--- config.mk ---
export PLATFORM = sky130hd
export DESIGN_NAME = flash_cmd_ctrl
export DESIGN_NICKNAME = d
export VERILOG_FILES = /design/src/rtl/flash_cmd_pkg.sv /design/src/rtl/flash_cmd_decode.sv /design/src/rtl/flash_sect_buf.sv /design/src/rtl/flash_embed_seq.sv /design/src/rtl/flash_cmd_ctrl.sv
export SDC_FILE = /design/constraint.sdc
export NUM_CORES = 1
export LEC_CHECK = 0
export BUFFER_PORTS_ARGS = -buffer_cell sky130_fd_sc_hd__buf_2
export CORE_UTILIZATION = 54
export CTS_BUF_LIST = sky130_fd_sc_hd__clkbuf_16
export DETAILED_ROUTE_END_ITERATION = 8
export PLACE_DENSITY = 0.84
export SLEW_MARGIN = 30
export SYNTH_ARGS = -nofsm -noshare
export SYNTH_HDL_FRONTEND = slang
export SYNTH_HIERARCHICAL = 1
export SYNTH_SLANG_ARGS = --single-unit
--- constraint.sdc ---
create_clock -name clk -period 4.4 [get_ports clk]
set_clock_uncertainty 0.1 [all_clocks]
set_input_delay 0 -clock clk [delete_from_list [all_inputs] [get_ports clk]]
set_output_delay 0 -clock clk [all_outputs]
set_load 0.005 [all_outputs]
--- src/rtl/flash_cmd_pkg.sv ---
package flash_cmd_pkg;

   typedef enum logic [2:0] {
      D_READ, D_UL1, D_UL2, D_SETUP, D_UL4, D_UL5, D_PGM
   } dec_st_t;

   typedef enum logic [2:0] {
      Q_IDLE, Q_PROG, Q_PWAIT, Q_PRE, Q_EWAIT, Q_ERS
   } seq_st_t;

   localparam logic [11:0] KEY_A1  = 12'h555;
   localparam logic [11:0] KEY_A2  = 12'h2AA;
   localparam logic [7:0]  KEY_D1  = 8'hAA;
   localparam logic [7:0]  KEY_D2  = 8'h55;
   localparam logic [7:0]  OP_SETUP = 8'h80;
   localparam logic [7:0]  OP_CHIP  = 8'h10;
   localparam logic [7:0]  OP_SECT  = 8'h30;
   localparam logic [7:0]  OP_PROG  = 8'hA0;

endpackage

--- src/rtl/flash_cmd_decode.sv ---
module flash_cmd_decode
   import flash_cmd_pkg::*;
#(
   parameter int ADDR_W = 12
) (
   input  logic              clk,
   input  logic              rst_n,
   input  logic              wr_en,
   input  logic [ADDR_W-1:0] addr,
   input  logic [7:0]        data,
   output logic              cmd_prog,
   output logic              cmd_chip,
   output logic              cmd_sect
);

   dec_st_t     st_q, st_d;
   logic [11:0] lo;
   logic        hit1, hit2;

   assign lo   = addr[11:0];
   assign hit1 = (lo == KEY_A1) && (data == KEY_D1);
   assign hit2 = (lo == KEY_A2) && (data == KEY_D2);

   always_comb begin
      st_d     = st_q;
      cmd_prog = 1'b0;
      cmd_chip = 1'b0;
      cmd_sect = 1'b0;
      if (wr_en) begin
         case (st_q)
            D_READ:  st_d = hit1 ? D_UL1 : D_READ;
            D_UL1:   st_d = hit2 ? D_UL2 : D_READ;
            D_UL2: begin
               if ((lo == KEY_A1) && (data == OP_SETUP))     st_d = D_SETUP;
               else if ((lo == KEY_A1) && (data == OP_PROG)) st_d = D_PGM;
               else                                          st_d = D_READ;
            end
            D_SETUP: st_d = hit1 ? D_UL4 : D_READ;
            D_UL4:   st_d = hit2 ? D_UL5 : D_READ;
            D_UL5: begin
               st_d     = D_READ;
               cmd_chip = (lo == KEY_A1) && (data == OP_CHIP);
               cmd_sect = (data == OP_SECT);
            end
            D_PGM: begin
               st_d     = D_READ;
               cmd_prog = 1'b1;
            end
            default: st_d = D_READ;
         endcase
      end
   end

   always_ff @(posedge clk or negedge rst_n) begin
      if (!rst_n) st_q <= D_READ;
      else        st_q <= st_d;
   end

endmodule

--- src/rtl/flash_sect_buf.sv ---
module flash_sect_buf #(
   parameter int NSECT   = 4,
   parameter int SEC_W   = 2,
   parameter int WIN_CYC = 50
) (
   input  logic             clk,
   input  logic             rst_n,
   input  logic             add,
   input  logic [SEC_W-1:0] add_sec,
   output logic             win_open,
   output logic             launch,
   output logic [NSECT-1:0] mask
);

   localparam int CW = $clog2(WIN_CYC + 1);

   logic [CW-1:0] cnt_q;

   assign launch = win_open && !add && (cnt_q == CW'(WIN_CYC - 1));

   always_ff @(posedge clk or negedge rst_n) begin
      if (!rst_n) begin
         win_open <= 1'b0;
         cnt_q    <= '0;
      end else if (add) begin
         win_open <= 1'b1;
         cnt_q    <= '0;
      end else if (launch) begin
         win_open <= 1'b0;
         cnt_q    <= '0;
      end else if (win_open) begin
         cnt_q    <= cnt_q + 1'b1;
      end
   end

   for (genvar g = 0; g < NSECT; g++) begin : g_sel
      always_ff @(posedge clk or negedge rst_n) begin
         if (!rst_n)                                      mask[g] <= 1'b0;
         else if (add && (add_sec == SEC_W'(g)))          mask[g] <= 1'b1;
         else if (launch)                                 mask[g] <= 1'b0;
      end
   end

endmodule

--- src/rtl/flash_embed_seq.sv ---
module flash_embed_seq
   import flash_cmd_pkg::*;
#(
   parameter int ADDR_W    = 12,
   parameter int NSECT     = 4,
   parameter int SEC_W     = 2,
   parameter int PROG_CYC  = 4,
   parameter int ERASE_CYC = 20
) (
   input  logic              clk,
   input  logic              rst_n,
   input  logic              go_prog,
   input  logic [ADDR_W-1:0] p_addr,
   input  logic [7:0]        p_data,
   input  logic              go_erase,
   input  logic [NSECT-1:0]  e_mask,
   input  logic              win_open,
   input  logic              rd_en,
   input  logic [7:0]        arr_rdata,
   output logic              seq_busy,
   output logic [7:0]        poll,
   output logic [ADDR_W-1:0] arr_addr,
   output logic [7:0]        arr_wdata,
   output logic              arr_pgm,
   output logic [SEC_W-1:0]  arr_sec,
   output logic              arr_sec_zero,
   output logic              arr_sec_one
);

   localparam int MAXC = (PROG_CYC > ERASE_CYC) ? PROG_CYC : ERASE_CYC;
   localparam int TW   = $clog2(MAXC + 1);
   localparam logic [SEC_W-1:0] LAST = SEC_W'(NSECT - 1);

   seq_st_t           st_q;
   logic [TW-1:0]     cnt_q;
   logic [SEC_W-1:0]  idx_q;
   logic [NSECT-1:0]  msk_q;
   logic [ADDR_W-1:0] a_q;
   logic [7:0]        d_q;
   logic              err_q, tog_q;
   logic              act, erasing;

   always_ff @(posedge clk or negedge rst_n) begin
      if (!rst_n) begin
         st_q  <= Q_IDLE;
         cnt_q <= '0;
         idx_q <= '0;
         msk_q <= '0;
         a_q   <= '0;
         d_q   <= 8'hFF;
         err_q <= 1'b0;
      end else begin
         case (st_q)
            Q_IDLE: begin
               if (go_prog) begin
                  st_q  <= Q_PROG;
                  a_q   <= p_addr;
                  d_q   <= p_data;
                  err_q <= 1'b0;
               end else if (go_erase) begin
                  st_q  <= Q_PRE;
                  msk_q <= e_mask;
                  idx_q <= '0;
                  d_q   <= 8'hFF;
                  err_q <= 1'b0;
               end
            end
            Q_PROG: begin
               err_q <= |(d_q & ~arr_rdata);
               cnt_q <= '0;
               st_q  <= Q_PWAIT;
            end
            Q_PWAIT: begin
               if (cnt_q == TW'(PROG_CYC - 1)) st_q <= Q_IDLE;
               else                            cnt_q <= cnt_q + 1'b1;
            end
            Q_PRE: begin
               if (idx_q == LAST) begin
                  st_q  <= Q_EWAIT;
                  cnt_q <= '0;
                  idx_q <= '0;
               end else idx_q <= idx_q + 1'b1;
            end
            Q_EWAIT: begin
               if (cnt_q == TW'(ERASE_CYC - 1)) st_q <= Q_ERS;
               else                             cnt_q <= cnt_q + 1'b1;
            end
            Q_ERS: begin
               if (idx_q == LAST) begin
                  st_q  <= Q_IDLE;
                  msk_q <= '0;
                  idx_q <= '0;
               end else idx_q <= idx_q + 1'b1;
            end
            default: st_q <= Q_IDLE;
         endcase
      end
   end

   assign seq_busy = (st_q != Q_IDLE);
   assign act      = seq_busy || win_open;
   assign erasing  = (st_q == Q_PRE) || (st_q == Q_EWAIT) || (st_q == Q_ERS);

   always_ff @(posedge clk or negedge rst_n) begin
      if (!rst_n)            tog_q <= 1'b0;
      else if (!act)         tog_q <= 1'b0;
      else if (rd_en)        tog_q <= ~tog_q;
   end

   always_comb begin
      poll    = '0;
      poll[7] = ((st_q == Q_PROG) || (st_q == Q_PWAIT)) ? ~d_q[7] : 1'b0;
      poll[6] = act & tog_q;
      poll[5] = err_q;
      poll[3] = erasing;
   end

   assign arr_addr     = a_q;
   assign arr_wdata    = d_q & arr_rdata;
   assign arr_pgm      = (st_q == Q_PROG);
   assign arr_sec      = idx_q;
   assign arr_sec_zero = (st_q == Q_PRE) && msk_q[idx_q];
   assign arr_sec_one  = (st_q == Q_ERS) && msk_q[idx_q];

endmodule

--- src/rtl/flash_cmd_ctrl.sv ---
module flash_cmd_ctrl
   import flash_cmd_pkg::*;
#(
   parameter int ADDR_W    = 12,
   parameter int NSECT     = 4,
   parameter int WIN_CYC   = 50,
   parameter int PROG_CYC  = 4,
   parameter int ERASE_CYC = 20,
   localparam int SEC_W    = $clog2(NSECT)
) (
   input  logic              clk,
   input  logic              rst_n,
   input  logic              wr_en,
   input  logic [ADDR_W-1:0] wr_addr,
   input  logic [7:0]        wr_data,
   input  logic              rd_en,
   output logic              busy,
   output logic [7:0]        poll,
   output logic [ADDR_W-1:0] arr_addr,
   input  logic [7:0]        arr_rdata,
   output logic [7:0]        arr_wdata,
   output logic              arr_pgm,
   output logic [SEC_W-1:0]  arr_sec,
   output logic              arr_sec_zero,
   output logic              arr_sec_one
);

   if (ADDR_W < 12)                  begin : g_chk_aw  $error("ADDR_W must cover the unlock keys"); end
   if (NSECT < 2 || (1 << SEC_W) != NSECT) begin : g_chk_ns $error("NSECT must be a power of two"); end
   if (WIN_CYC < 2 || PROG_CYC < 1 || ERASE_CYC < 1) begin : g_chk_cy $error("cycle counts too small"); end

   logic             cmd_prog, cmd_chip, cmd_sect;
   logic             win_open, launch, seq_busy, add_more, sect_add;
   logic [NSECT-1:0] buf_mask;

   assign busy     = seq_busy | win_open;
   assign add_more = wr_en && win_open && !seq_busy && (wr_data == OP_SECT);
   assign sect_add = cmd_sect | add_more;

   flash_cmd_decode #(.ADDR_W(ADDR_W)) u_dec (
      .clk(clk), .rst_n(rst_n), .wr_en(wr_en & ~busy),
      .addr(wr_addr), .data(wr_data),
      .cmd_prog(cmd_prog), .cmd_chip(cmd_chip), .cmd_sect(cmd_sect)
   );

   flash_sect_buf #(.NSECT(NSECT), .SEC_W(SEC_W), .WIN_CYC(WIN_CYC)) u_buf (
      .clk(clk), .rst_n(rst_n), .add(sect_add),
      .add_sec(wr_addr[ADDR_W-1 -: SEC_W]),
      .win_open(win_open), .launch(launch), .mask(buf_mask)
   );

   flash_embed_seq #(
      .ADDR_W(ADDR_W), .NSECT(NSECT), .SEC_W(SEC_W),
      .PROG_CYC(PROG_CYC), .ERASE_CYC(ERASE_CYC)
   ) u_seq (
      .clk(clk), .rst_n(rst_n),
      .go_prog(cmd_prog), .p_addr(wr_addr), .p_data(wr_data),
      .go_erase(launch | cmd_chip),
      .e_mask(cmd_chip ? {NSECT{1'b1}} : buf_mask),
      .win_open(win_open), .rd_en(rd_en), .arr_rdata(arr_rdata),
      .seq_busy(seq_busy), .poll(poll),
      .arr_addr(arr_addr), .arr_wdata(arr_wdata), .arr_pgm(arr_pgm),
      .arr_sec(arr_sec), .arr_sec_zero(arr_sec_zero), .arr_sec_one(arr_sec_one)
   );

endmodule

==> results of run 1 <==
cells in the final DEF, fill, tap and decap left out, drive strengths merged, types with 3 or more instances in the layout:
| cell | n |
|---|---|
| dfrtp | 42 |
| a22o | 12 |
| o22ai | 7 |
| buf | 66 |
| nor3 | 8 |
| conb | 4 |
| a21oi | 6 |
| clkbuf | 5 |
| nor3b | 3 |
| dfstp | 8 |
| or2 | 7 |
| dlygate4sd3 | 22 |
| mux2 | 13 |
| nand4 | 5 |
| nor2b | 8 |
| inv | 19 |
| and2 | 8 |
| nand3 | 10 |
| o21ai | 8 |
| nand2b | 5 |
| nor2 | 16 |
| nand2 | 13 |
| o22a | 8 |
| xnor2 | 5 |
| nor4b | 3 |
| ha | 4 |
registers in the layout, indices dropped and copies added (netlist names):
register and cells:
u_seq/d_q 8, u_dec/st_q 3, u_seq/arr_addr 12, u_seq/msk_q 4
u_seq/arr_sec 2, u_seq/err_q 1, u_buf/win_open 1, u_buf/cnt_q 6
u_seq/tog_q 1, u_buf/mask 4, u_seq/st_q 3, u_seq/cnt_q 5
critical path: cells and delay by family (launching register included):
family,cells,cell delay (ns)
AOI/OAI and AO/OA,3,0.38
and+or+nand+nor,11,2.49
buffers and inverters,2,0.29
DFF,1,0.56
logic make-up (layout without fill, tap and decap cells):
logic type	count (synthesis)	in the layout	synth area share (%)
multiplexers	15	15	6.17
AND/OR/NAND/NOR	107	107	24.5
adder cells (fa/ha/maj)	4	4	1.73
other	1	4	0.129
XOR/XNOR	7	7	2.11
buffers and inverters	33	115	5.61
AO/OA/AOI/OAI	63	63	16.2
flip-flops	50	50	43.5
how the worst min path moves through the flow:
stage	end	start	depth (start not counted)
CTS	u_seq/err_q$_DFFE_PN0P_	arr_rdata[7]	4
finish	u_seq/err_q$_DFFE_PN0P_	arr_rdata[7]	4
floorplan	u_buf/cnt_q[0]$_DFFE_PN0P_	rst_n	0
detailed placement	u_seq/arr_addr[0]$_DFFE_PN0P_	rst_n	2
global placement	u_seq/arr_addr[6]$_DFFE_PN0P_	rst_n	2
global route	u_seq/err_q$_DFFE_PN0P_	arr_rdata[7]	4
routing by layer:
layer  routed length (um)  vias up  global-route usage [%]
li1                     -     1189                       -
met1                 2860     1214                    32.7
met2                 3520       97                    45.3
met3                  376       22                    5.76
met4                  183        0                    10.5
met5                    0        -                       0
area by class of cell:
type | count | area, um^2
Timing Repair Buffer | 88 | 563
Fill cell | 364 | 1520
Multi-Input combinational cell | 200 | 1490
Tap cell | 70 | 87.6
Clock inverter | 3 | 21.3
Clock buffer | 5 | 125
Inverter | 19 | 71.3
Sequential cell | 50 | 1260
metrics by stage:
step | instance area [um^2] | util [%] | hold WS, ns | setup slack (ns)
floorplan | 2910 | - | -0.396 | 0.811
global route | 3620 | 70.4 | 0.0338 | 0.241
global placement | 3250 | 63.2 | 0.0304 | 0.801
detailed placement | 3250 | 63.2 | 0.0400 | 0.686
CTS | 3620 | 70.4 | 0.00412 | 0.571
finish | 3620 | 70.4 | 0.00472 | 0.511
report_power, final:
group          internal, mW  switching [mW]  total (mW)
clock network         0.211           0.169       0.380
registers             0.531          0.0913       0.622
logic                 0.223           0.234       0.457
total                 0.964           0.495        1.46
==> impl_summary.md, run 1 <==
Critical path
In this run the critical register-to-register path is captured at u_seq/msk_q[2]$_DFFE_PN0P_. The capture point of the critical path is u_seq/msk_q[2]$_DFFE_PN0P_. The required time at the endpoint of the critical path is 4.52 ns.

The critical path goes through nor3_4 -> inv_2 -> or2_2 -> nor2_1 -> or4b_1 -> nor2_2 -> nand4_2 -> nor2_1 -> a41o_1 -> buf_4 -> nor2_1 -> or2_2 -> nor4b_1 -> a31oi_1 -> or2_2 -> a22o_1. The launch point of the worst reg-to-reg path is u_seq/st_q[2]$_DFFE_PN0P_. The nature of the critical path endpoint is a flop.

The register-to-register path setup slack is 0.51 ns. The first element of the critical path is u_seq/st_q[2]$_DFFE_PN0P_. The standard cell with the maximum stage delay on the critical path is dfrtp_1. The number of cells on the worst reg-to-reg path is 16. In this run the worst path has a maximum fanout of 14. STA classifies the critical path startpoint as a flop. The category of the critical setup timing path is flop to flop. The arrival time reported for the critical path endpoint is 4.01 ns. In this design, the stage delay of the slowest critical-path cell is 0.56 ns.

Clock network
The cell sitting at the root of the clock tree is a clkbuf_16. The depth of the CTS H-tree is 2. In this run the deepest clock path goes through 2 buffers. Clock-pin slew was measured on the worst setup and hold paths at 0.07 ns.

The CTS tree is done. The clock latency of the later-clocked register in the worst-skew pair is 0.29 ns. The post-cts gate resize count is 0. The number of post-CTS setup repair buffers is 0. Buffers inserted to repair hold after CTS numbered 22. The number of buffers created by CTS is 5. The number of sinks handled by clock tree synthesis is 50.

Yosys
In the synthesized netlist the async set-or-reset flop fraction comes to 100%. In this run, synthesis produced a sequential element count of 50. dfrtp_1 takes more of the synthesized area than any other cell. Summed over its instances, the top area cell type makes up 36.2% of the synthesized netlist area. The number of cells produced by synthesis is 280.

For this run, the leading register cell type out of synthesis is dfrtp_1. The synthesized cell area is 2900 um^2. Yosys instantiated no cell more often than dfrtp_1. The mean cell area of the mapped netlist is 10.4 um^2. In this run, synthesis inferred 0 flip-flops with an integrated enable. Sorting the synthesized cells by how often they occur yields 42 x dfrtp_1, 17 x inv_1, 15 x nor2_1, 13 x mux2_2, 13 x nand2_1. The netlist uses 69 different library cells. The total of warnings raised by yosys is 6. After synthesis, the cell types taking the most area are dfrtp_1 36%, dfstp_2 7.2%, mux2_2 5.0%, a22o_1 3.6%, o22a_1 2.4%. After synthesis, flip-flops and latches occupy 43.5% of the total area.

STA
The time the final worst path needs with I/O delays and setup is 3.89 ns. Setup violations remaining at the end of the flow were counted as 0. The worst-case headroom to the max-slew limit is 41.2%. Setup repair after global routing left no endpoint under its margin.

The total count of max-transition violations in the final report is 0. Derived from the worst setup path, the maximum achievable clock frequency is 257 MHz. Summed over all failing endpoints, the final setup total negative slack is 0 ns. The final hold violation count is 0. Dividing the final minimum period by the clock period gives 88.4%.

For the pin with the worst max-slew slack, the measured transition is 0.880 ns.

Cells and area
The net count of the finished layout is 400. The layout-stage area growth over the synthesis result is 24.7%. After the flow finishes, the layout carries non-filler instances totaling 435. 0 antenna diodes ended up in the layout. Cells with a size suffix above 1 make up 32.3% of the layout.

Floorplan
The number of placement rows is 26. 66 I/O pins were placed. The width of the chip is 75.3 um. The die is 75.3 um tall. The starting density of the core is 56.4%.

The total area inside the core boundary comes to 5140 um^2. The total die area is 5670 um^2.

Placement
The placer congestion estimate is 0.873. The placed wire-length estimate after detailed placement is 4.53 mm. The count of input and output buffers is 61. After detailed placement, the design holds a cell count of 405.

GRT
The first global-routing pass estimated 11.1 mm of wire. The global-route usage over all layers is 26.5%. The largest net degree at the start of global routing is 51. The leftover overflow at the end of global routing is 0. The number of antenna violations at the first check in global routing is 0.

The via count of the first global-routing pass was 2,335.

Detailed routing
The count of vias placed by the detailed router is 2,522. The detailed-route vias per instance is 5.80. In this run the remaining antenna-violating nets after routing total 0.

The average wire per cell in the routed design is 15.9 um. The remaining routing DRC violations is 0. The pre-antenna-repair detailed-routing pass consisted of 4 iterations.

The violation count after the first detailed-routing iteration is 178. The aggregate routed wire length is 6.94 mm.

Power and ir drop
In this run the static leakage power is 1.78 nW. Dividing total power by cell area gives a power density of 403 nW/um^2. Overall power consumption after layout is estimated at 1.46 mW.

The maximum VDD drop is 339 uV.

Min path
The worst hold path class is input port to flop.

Flow run
Max-cap violations in this run came to 0.

Run status
The flow ran to the end, and the final reports show no timing, DRC or antenna violations.
Note: power is estimated with default switching activity, not from simulation.
==> inputs of run 2 (changes only) <==
==> constraint.sdc (replaced) <==
create_clock -name clk -period 3.75 [get_ports clk]
set_clock_uncertainty 0.1 [all_clocks]
set_input_delay 0.5625 -clock clk [delete_from_list [all_inputs] [get_ports clk]]
set_output_delay 0.5625 -clock clk [all_outputs]
set_load 0.005 [all_outputs]
==> run 2 against run 1 <==
Against the previous run:
- utilization down 4.0 points
- non-clock buffer count is 20 lower
- sequential share of layout area is 2.1 points higher
- cell count fell by 4.6%
- setup slack worse by 0.26 ns
- combinational power rose by 15%
- total power is 15% higher
- die area is the same
- worst hold slack better by 0.19 ns
- final area is 5.7% lower
- via count is 5.4% lower
- largest cell class unchanged
- highest routed layer unchanged
==> impl_summary.md, run 2 (synthesis gave the netlist of run 1 again) <==
Clock network
The number of sinks handled by clock tree synthesis was 50 (unchanged). The number of buffers inserted for hold repair after clock tree synthesis is 0 (-100%). The clock edge transition at the registers on the reported setup and hold paths is 0.06 ns (about the same). The depth of the CTS H-tree is 2 (unchanged).

The CTS tree is done. The clock latency of the later-clocked register in the worst-skew pair is 0.29 ns (about the same). CTS placed an instance of clkbuf_16 at the clock tree root. The maximum clock path buffer count is 2 (unchanged).

The number of buffers created by CTS was 5 (unchanged). The number of post-CTS setup repair buffers was 0 (unchanged). The post-cts gate resize count came to 0 (unchanged).

Floorplan
The starting density of the core is 56.4% (unchanged). The number of placement rows is 26 (unchanged). The total die area was 5670 um^2 (unchanged). The die height is 75.3 um (unchanged).

The core outline area is 5140 um^2 (unchanged). The count of pins on the block boundary is 66 (unchanged). The width of the chip is 75.3 um (unchanged).

GRT
The largest net degree at the start of global routing is 51 (unchanged). The leftover overflow at the end of global routing is 0 (unchanged). The number of antenna violations at the first check in global routing is 0 (unchanged). The first-pass GRT wire length came to 10.2 mm (-8.3%). The via count of the first global-routing pass is 2,211 (-5.3%). The global-route usage over all layers is 24.0% (-2.4 points).

Cells and area
The number of fill cells is 404 (+11%). The final net count is 380 (-5.0%). The area used by multi-input combinational logic is 1490 um^2 (unchanged). The number of flip-flops in the largest register is 12 (unchanged). The final design instance area without fill is 3410 um^2 (-5.7%). The most common cell after layout, fill and taps aside is buf_2.

The layout-stage area growth over the synthesis result is 17.6%. The sequential cell area was 1260 um^2 (unchanged). The diode insertion count for antenna repair was 0 (unchanged).

In the layout the commonest cells are 60 x buf_2, 42 x dfrtp_1, 17 x inv_1, 15 x nor2_1. The fraction of final layout cells with drive strength greater than 1 was 34.2% (+1.9 points).

Critical path
The worst setup path is captured at a flop. The family with the most delay on the worst path is simple AND/OR/NAND/NOR gates. The logic depth of the worst register-to-register path is 13 (-3). The critical path in this run is classified as flop to flop. The number of buffer and inverter stages on the critical path is 1 (-1).

The largest fanout on the critical path is 6 (-8). Traced cell by cell, the critical path runs through nor3_4 -> inv_2 -> or2_2 -> nor2_1 -> or4b_1 -> nor2_2 -> nand4_2 -> nor3_2 -> or2_2 -> nor4b_1 -> a31oi_1 -> or2_2 -> a22o_1. The standard cell with the maximum stage delay on the critical path is or4b_1. The path length in cells of the critical path is 13 (-3).

The arrival time reported for the critical path endpoint came to 3.56 ns (-0.45 ns). The required time at the endpoint of the critical path is 3.82 ns (-0.70 ns). The launch point of the worst reg-to-reg path is u_seq/st_q[1]$_DFFE_PN0P_.

Counting stages on the worst path, the most repeated cell is or2_2. The startpoint type of the worst setup path is a flop. The highest cell delay on the worst timing path is 0.50 ns (-0.06 ns). The first element of the critical path is u_seq/st_q[1]$_DFFE_PN0P_.

Power and ir drop
The maximum VDD drop is 292 uV (-14%). The switching part of the total power is 33.1% (-0.77 points). The combinational cell fraction of total power is 31.4% (about the same).

The clock share of power is 25.6% (-0.4 points). The sequential group share of total power was 43.0% (+0.3 points). The net switching power of the design is 0.555 mW (+12%). The total power is 1.68 mW (+15%). The power density over cell area is 492 nW/um^2 (+22%). The internal power came to 1.12 mW (+16%). The static leakage came to 1.70 nW (-4.6%).

Min path
The worst hold path class is input port to async pin.

STA
The total count of max-transition violations in the final report is 0 (unchanged). The share of the cycle needed by the critical path after routing is 93.2% (+4.8 points). The slew at the pin closest to its max-slew limit is 0.812 ns (-0.0676 ns). The worst-case headroom to the max-slew limit is 45.7% (+4.5 points). The final hold violation count is 0 (unchanged). The final total negative setup slack came to 0 ns (unchanged). The fmax is 286 MHz (+11%). Setup repair after global routing left no endpoint under its margin. The final-report setup violation count is 0 (unchanged). The time the final worst path needs with I/O delays and setup is 3.49 ns (-0.394 ns). The final critical-path setup slack is 0.256 ns (-0.256 ns).

Placement
The post-placement cell area came to 3270 um^2 (+0.54%). The placer congestion estimate is 0.885 (+1.3%). The placed wire-length estimate after detailed placement came to 4.60 mm (+1.4%). The post-place setup slack came to 0.329 ns (-0.358 ns). The count of input and output buffers is 61 (unchanged).

Detailed routing
The routed metal-1 wire length is 2.86 mm (+0.25%). The average wire per cell in the routed design is 15.2 um (-4.8%). The aggregate routed wire length came to 6.30 mm (-9.2%). The detailed-route vias per instance is 5.75 (-0.87%).

The remaining routing DRC violations is 0 (unchanged). The count of vias placed by the detailed router is 2,385 (-5.4%). The number of routed nets with antenna violations is 0 (unchanged). The met2 routed wirelength is 3.10 mm (-12%). The length of routed met3 wiring was 256 um (-32%). The detailed router used layers up to and including met4.

The number of detailed-routing iterations run before antenna repair is 4 (unchanged). The violation count after the first detailed-routing iteration is 122 (-31%).

Run status
The flow ran to the end, and the final reports show no timing, DRC or antenna violations.

Flow run
The number of max-cap violations came to 0 (unchanged).
[run 2: cell types whose count changed in the layout (fill, tap and decap cells not counted)]
| cell | previous run | this run |
|---|---|---|
| dlygate4sd3_1 | 22 | 0 |
| buf_4 | 5 | 8 |
| clkinv_1 | 0 | 2 |
| buf_2 | 61 | 60 |
| clkinv_2 | 1 | 0 |
| clkinvlp_4 | 1 | 0 |
[run 2: through the flow]
stage / util [%] / hold slack (ns) / instances
after detailed placement: 63.6 / 0.390 / 407
final: 66.3 / 0.197 / 415
after global routing: 66.3 / 0.246 / 415
after global placement: 63.5 / 0.380 / 407
after floorplan: - / 0.167 / 283
after CTS: 66.3 / 0.212 / 415
[run 2: worst register-to-register path: cells and delay by family, from the launching register on]
| family | cells | cell delay [ns] |
|---|---|---|
| flops | 1 | 0.41 |
| buf+inv | 1 | 0.11 |
| compound gates | 2 | 0.27 |
| simple gates | 10 | 2.49 |
[run 2: worst paths after layout]
check	to	slack [ns]
worst max-delay path	u_seq/msk_q[0]$_DFFE_PN0P_	0.26
worst min-delay path	u_seq/arr_addr[8]$_DFFE_PN0P_	0.20
worst max register to register	u_seq/msk_q[0]$_DFFE_PN0P_	0.26
worst min register to register	u_seq/arr_addr[2]$_DFFE_PN0P_	0.40
max in group asynchronous	u_buf/cnt_q[4]$_DFFE_PN0P_	2.95
min in group clk	u_seq/arr_addr[2]$_DFFE_PN0P_	0.40
[run 2: layer usage]
| layer | up-vias | global-route usage [%] |
|---|---|---|
| met5 | - | 0 |
| met4 | 0 | 6.79 |
| met3 | 8 | 4.55 |
| met2 | 73 | 40.7 |
| met1 | 1160 | 31.7 |
| li1 | 1144 | - |
[run 2: layout make-up]
cell class | instances | share of cell area [%]
tap | 70 | 2.57
multi-input combinational | 200 | 43.6
inverter | 19 | 2.09
sequential | 50 | 37.0
clock buffer | 5 | 3.67
clock inverter | 3 | 0.477
timing repair buffer | 68 | 10.6
[run 2: power groups by stage]
stage               clock (mW)  combinational (mW)  sequential, mW
detailed placement           0               0.524           0.727
CTS                      0.438               0.527           0.717
global placement             0               0.502           0.721
floorplan                    0               0.406           0.706
global route             0.459               0.593           0.730
finish                   0.429               0.527           0.720
==> inputs of run 3 (changes only) <==
CTS_BUF_LIST = unset   (was sky130_fd_sc_hd__clkbuf_16)
PLACE_DENSITY = unset   (was 0.84)
PLACE_DENSITY_LB_ADDON = 0.08   (was unset)
==> run 3 against run 2 <==
Against the previous run:
- die area is the same
- cell count grew 0.24%
- sequential cell count is the same
- total power shrank 8.9%
- clock power shrank 32%
- fmax grew 3.5%
- critical path depth is the same
- clock-buffer cell count grew 3
- global-route usage shrank 0.99 points
- critical path type unchanged
==> impl_summary.md, run 3 (synthesis gave the netlist of run 1 again) <==
Run status
The run finished with clean final reports.

Clock network
The number of buffers created by CTS is 5 (unchanged). The number of buffers inserted for hold repair after clock tree synthesis was 0 (unchanged). The depth of the CTS H-tree is 2 (unchanged). The number of post-CTS setup repair buffers is 0 (unchanged).

The clock latency of the later-clocked register in the worst-skew pair is 0.29 ns (about the same). The CTS tree is done. The number of sinks handled by clock tree synthesis is 50 (unchanged). The clock edge transition at the registers on the reported setup and hold paths is 0.08 ns (+0.02 ns). The maximum clock path buffer count was 2 (unchanged).

The buffer cell driving the clock tree root is clkbuf_8.

Detailed routing
The detailed-route vias per instance was 5.67 (-1.3%). The number of routed nets with antenna violations came to 0 (unchanged). The violation count after the first detailed-routing iteration is 101 (-17%).

The number of detailed-routing iterations run before antenna repair is 4 (unchanged). The count of vias placed by the detailed router is 2,360 (-1.0%). The average wire per cell in the routed design is 14.2 um (-6.2%). The remaining routing DRC violations was 0 (unchanged). The aggregate routed wire length came to 5.93 mm (-6.0%).

Power and ir drop
The internal power is 1.01 mW (-10%). The sequential group share of total power is 47.1% (+4.1 points). The static leakage is 1.67 nW (-1.4%). The power density over cell area is 454 nW/um^2 (-7.5%). The switching part of the total power is 34.1% (+0.94 points).

The maximum VDD drop is 356 uV (+22%). The net switching power of the design is 0.520 mW (-6.3%). The clock share of power is 19.1% (-6.5 points). The combinational cell fraction of total power is 33.8% (+2.4 points).

Placement
The placer congestion estimate is 0.860 (-2.8%). The placed wire-length estimate after detailed placement is 4.48 mm (-2.5%). The count of input and output buffers is 61 (unchanged).

GRT
The number of antenna violations at the first check in global routing is 0 (unchanged). The first-pass GRT wire length is 9.74 mm (-4.3%). The global-route usage over all layers was 23.0% (-0.99 points). The via count of the first global-routing pass is 2,118 (-4.2%). The leftover overflow at the end of global routing was 0 (unchanged).

The largest net degree at the start of global routing was 27 (-47%).

Min path
The worst hold path class is input port to async pin.

Floorplan
The count of pins on the block boundary is 66 (unchanged). The starting density of the core is 56.4% (unchanged). The width of the chip is 75.3 um (unchanged). The number of placement rows is 26 (unchanged). The core outline area came to 5140 um^2 (unchanged).

The total die area is 5670 um^2 (unchanged). The die height came to 75.3 um (unchanged).

STA
The final hold violation count came to 0 (unchanged). The fmax came to 296 MHz (+3.5%). The final-report setup violation count was 0 (unchanged). The time the final worst path needs with I/O delays and setup came to 3.38 ns (-0.119 ns). The total count of max-transition violations in the final report is 0 (unchanged).

The final total negative setup slack came to 0 ns (unchanged). Setup repair after global routing left no endpoint under its margin. The worst-case headroom to the max-slew limit came to 48.7% (+3.0 points). The slew at the pin closest to its max-slew limit is 0.767 ns (-0.0455 ns).

The share of the cycle needed by the critical path after routing is 90.0% (-3.2 points).

Critical path
The launch point of the worst reg-to-reg path is u_seq/st_q[1]$_DFFE_PN0P_. The first element of the critical path is u_seq/st_q[1]$_DFFE_PN0P_. The startpoint type of the worst setup path is a flop. The largest fanout on the critical path is 6 (unchanged). The arrival time reported for the critical path endpoint is 3.46 ns (-0.10 ns). The nature of the critical path endpoint is a flop. The required time at the endpoint of the critical path was 3.84 ns (+0.02 ns).

By startpoint and endpoint, the worst setup path is classified as flop to flop.

Cells and area
The final net count is 381 (+0.26%). The number of fill cells is 453 (+12%). The library cells used most frequently in the layout, excluding fill and tap cells, are 61 x buf_2, 42 x dfrtp_1, 17 x inv_1, 15 x nor2_1. The fraction of final layout cells with drive strength greater than 1 is 34.4% (+0.19 points). The core occupancy in the finished layout came to 65.4% (-0.97 points).

The sequential cell area is 1260 um^2 (unchanged). The number of flip-flops in the largest register was 12 (unchanged). The diode insertion count for antenna repair is 0 (unchanged). The area used by multi-input combinational logic is 1490 um^2 (+0.42%). The layout-stage area growth over the synthesis result is 15.8%. The library cell used most frequently in the layout, excluding fill and tap cells, is buf_2.

Flow run
The number of max-cap violations is 0 (unchanged).
==> run 3: cell types whose count changed in the layout (fill, tap and decap cells not counted), sizes merged <==
| cell | delta |
|---|---|
| buf | +1 |
| clkinv | -3 |
| clkbuf | +3 |
==> run 3: worst max-delay path: stages, from the launching register on <==
cell     delay, ns
dfrtp_1       0.42
nor3_4        0.25
inv_2         0.10
or2_2         0.29
nor2_1        0.14
or4b_1        0.49
nor2_2        0.14
nand4_2       0.12
nor3_2        0.25
or2_2         0.19
nor4b_2       0.19
a31oi_1       0.06
or2_2         0.32
a22o_1        0.19
==> run 3: layout make-up <==
cell class | count | share of cell area (%)
clock buffers | 8 | 2.38
inverters | 19 | 2.12
multi-input cells | 200 | 44.5
flip-flops and latches | 50 | 37.5
well taps | 70 | 2.61
repair buffers | 69 | 10.9
==> run 3: per-stage QoR <==
| step | cells | instance area (um^2) | setup WS (ns) | hold WS [ns] | total power [mW] |
|---|---|---|---|---|---|
| 2_1_floorplan | 283 | 2910 | 0.161 | 0.167 | 1.11 |
| 3_3_place_gp | 408 | 3270 | 0.499 | 0.381 | 1.23 |
| 3_5_place_dp | 408 | 3270 | 0.347 | 0.389 | 1.25 |
| 4_1_cts | 416 | 3350 | 0.329 | 0.165 | 1.54 |
| 5_1_grt | 416 | 3360 | 0.0953 | 0.183 | 1.64 |
| 6_report | 416 | 3360 | 0.374 | 0.159 | 1.53 |
==> run 3: worst paths after layout <==
| path | end | slack, ns | depth (start not counted) |
|---|---|---|---|
| setup / recovery | u_seq/msk_q[3]$_DFFE_PN0P_ | 0.37 | 13 |
| hold / removal | u_seq/cnt_q[4]$_DFFE_PN0P_ | 0.16 | 1 |
| setup reg to reg | u_seq/msk_q[3]$_DFFE_PN0P_ | 0.37 | 13 |
| hold reg to reg | u_seq/arr_addr[7]$_DFFE_PN0P_ | 0.41 | 1 |
| max in group asynchronous | u_seq/d_q[7]$_DFFE_PN1P_ | 2.61 | 2 |
| min in group clk | u_seq/arr_addr[7]$_DFFE_PN0P_ | 0.41 | 1 |
==> run 3: routing by layer <==
| metal | GRT usage (%) | routed length, um | vias up |
|---|---|---|---|
| li1 | - | - | 1149 |
| met1 | 31.3 | 2770 | 1146 |
| met2 | 38.1 | 2860 | 63 |
| met3 | 3.48 | 260 | 2 |
| met4 | 7.41 | 27 | 0 |
| met5 | 0 | 0 | - |
==> run 3: power by group through the flow <==
stage	Sequential, mW	Combinational [mW]	Clock (mW)
after floorplan	0.706	0.406	0
after global placement	0.725	0.505	0
after detailed placement	0.728	0.517	0
after CTS	0.719	0.518	0.306
after global routing	0.734	0.579	0.331
final	0.719	0.516	0.291
==> run 3: repair_timing <==
| item | in CTS | in global routing |
|---|---|---|
| resized for setup | 0 | 1 |
| endpoints found under the hold margin | 0 | 0 |
| setup endpoints to repair | 0 | 4 |
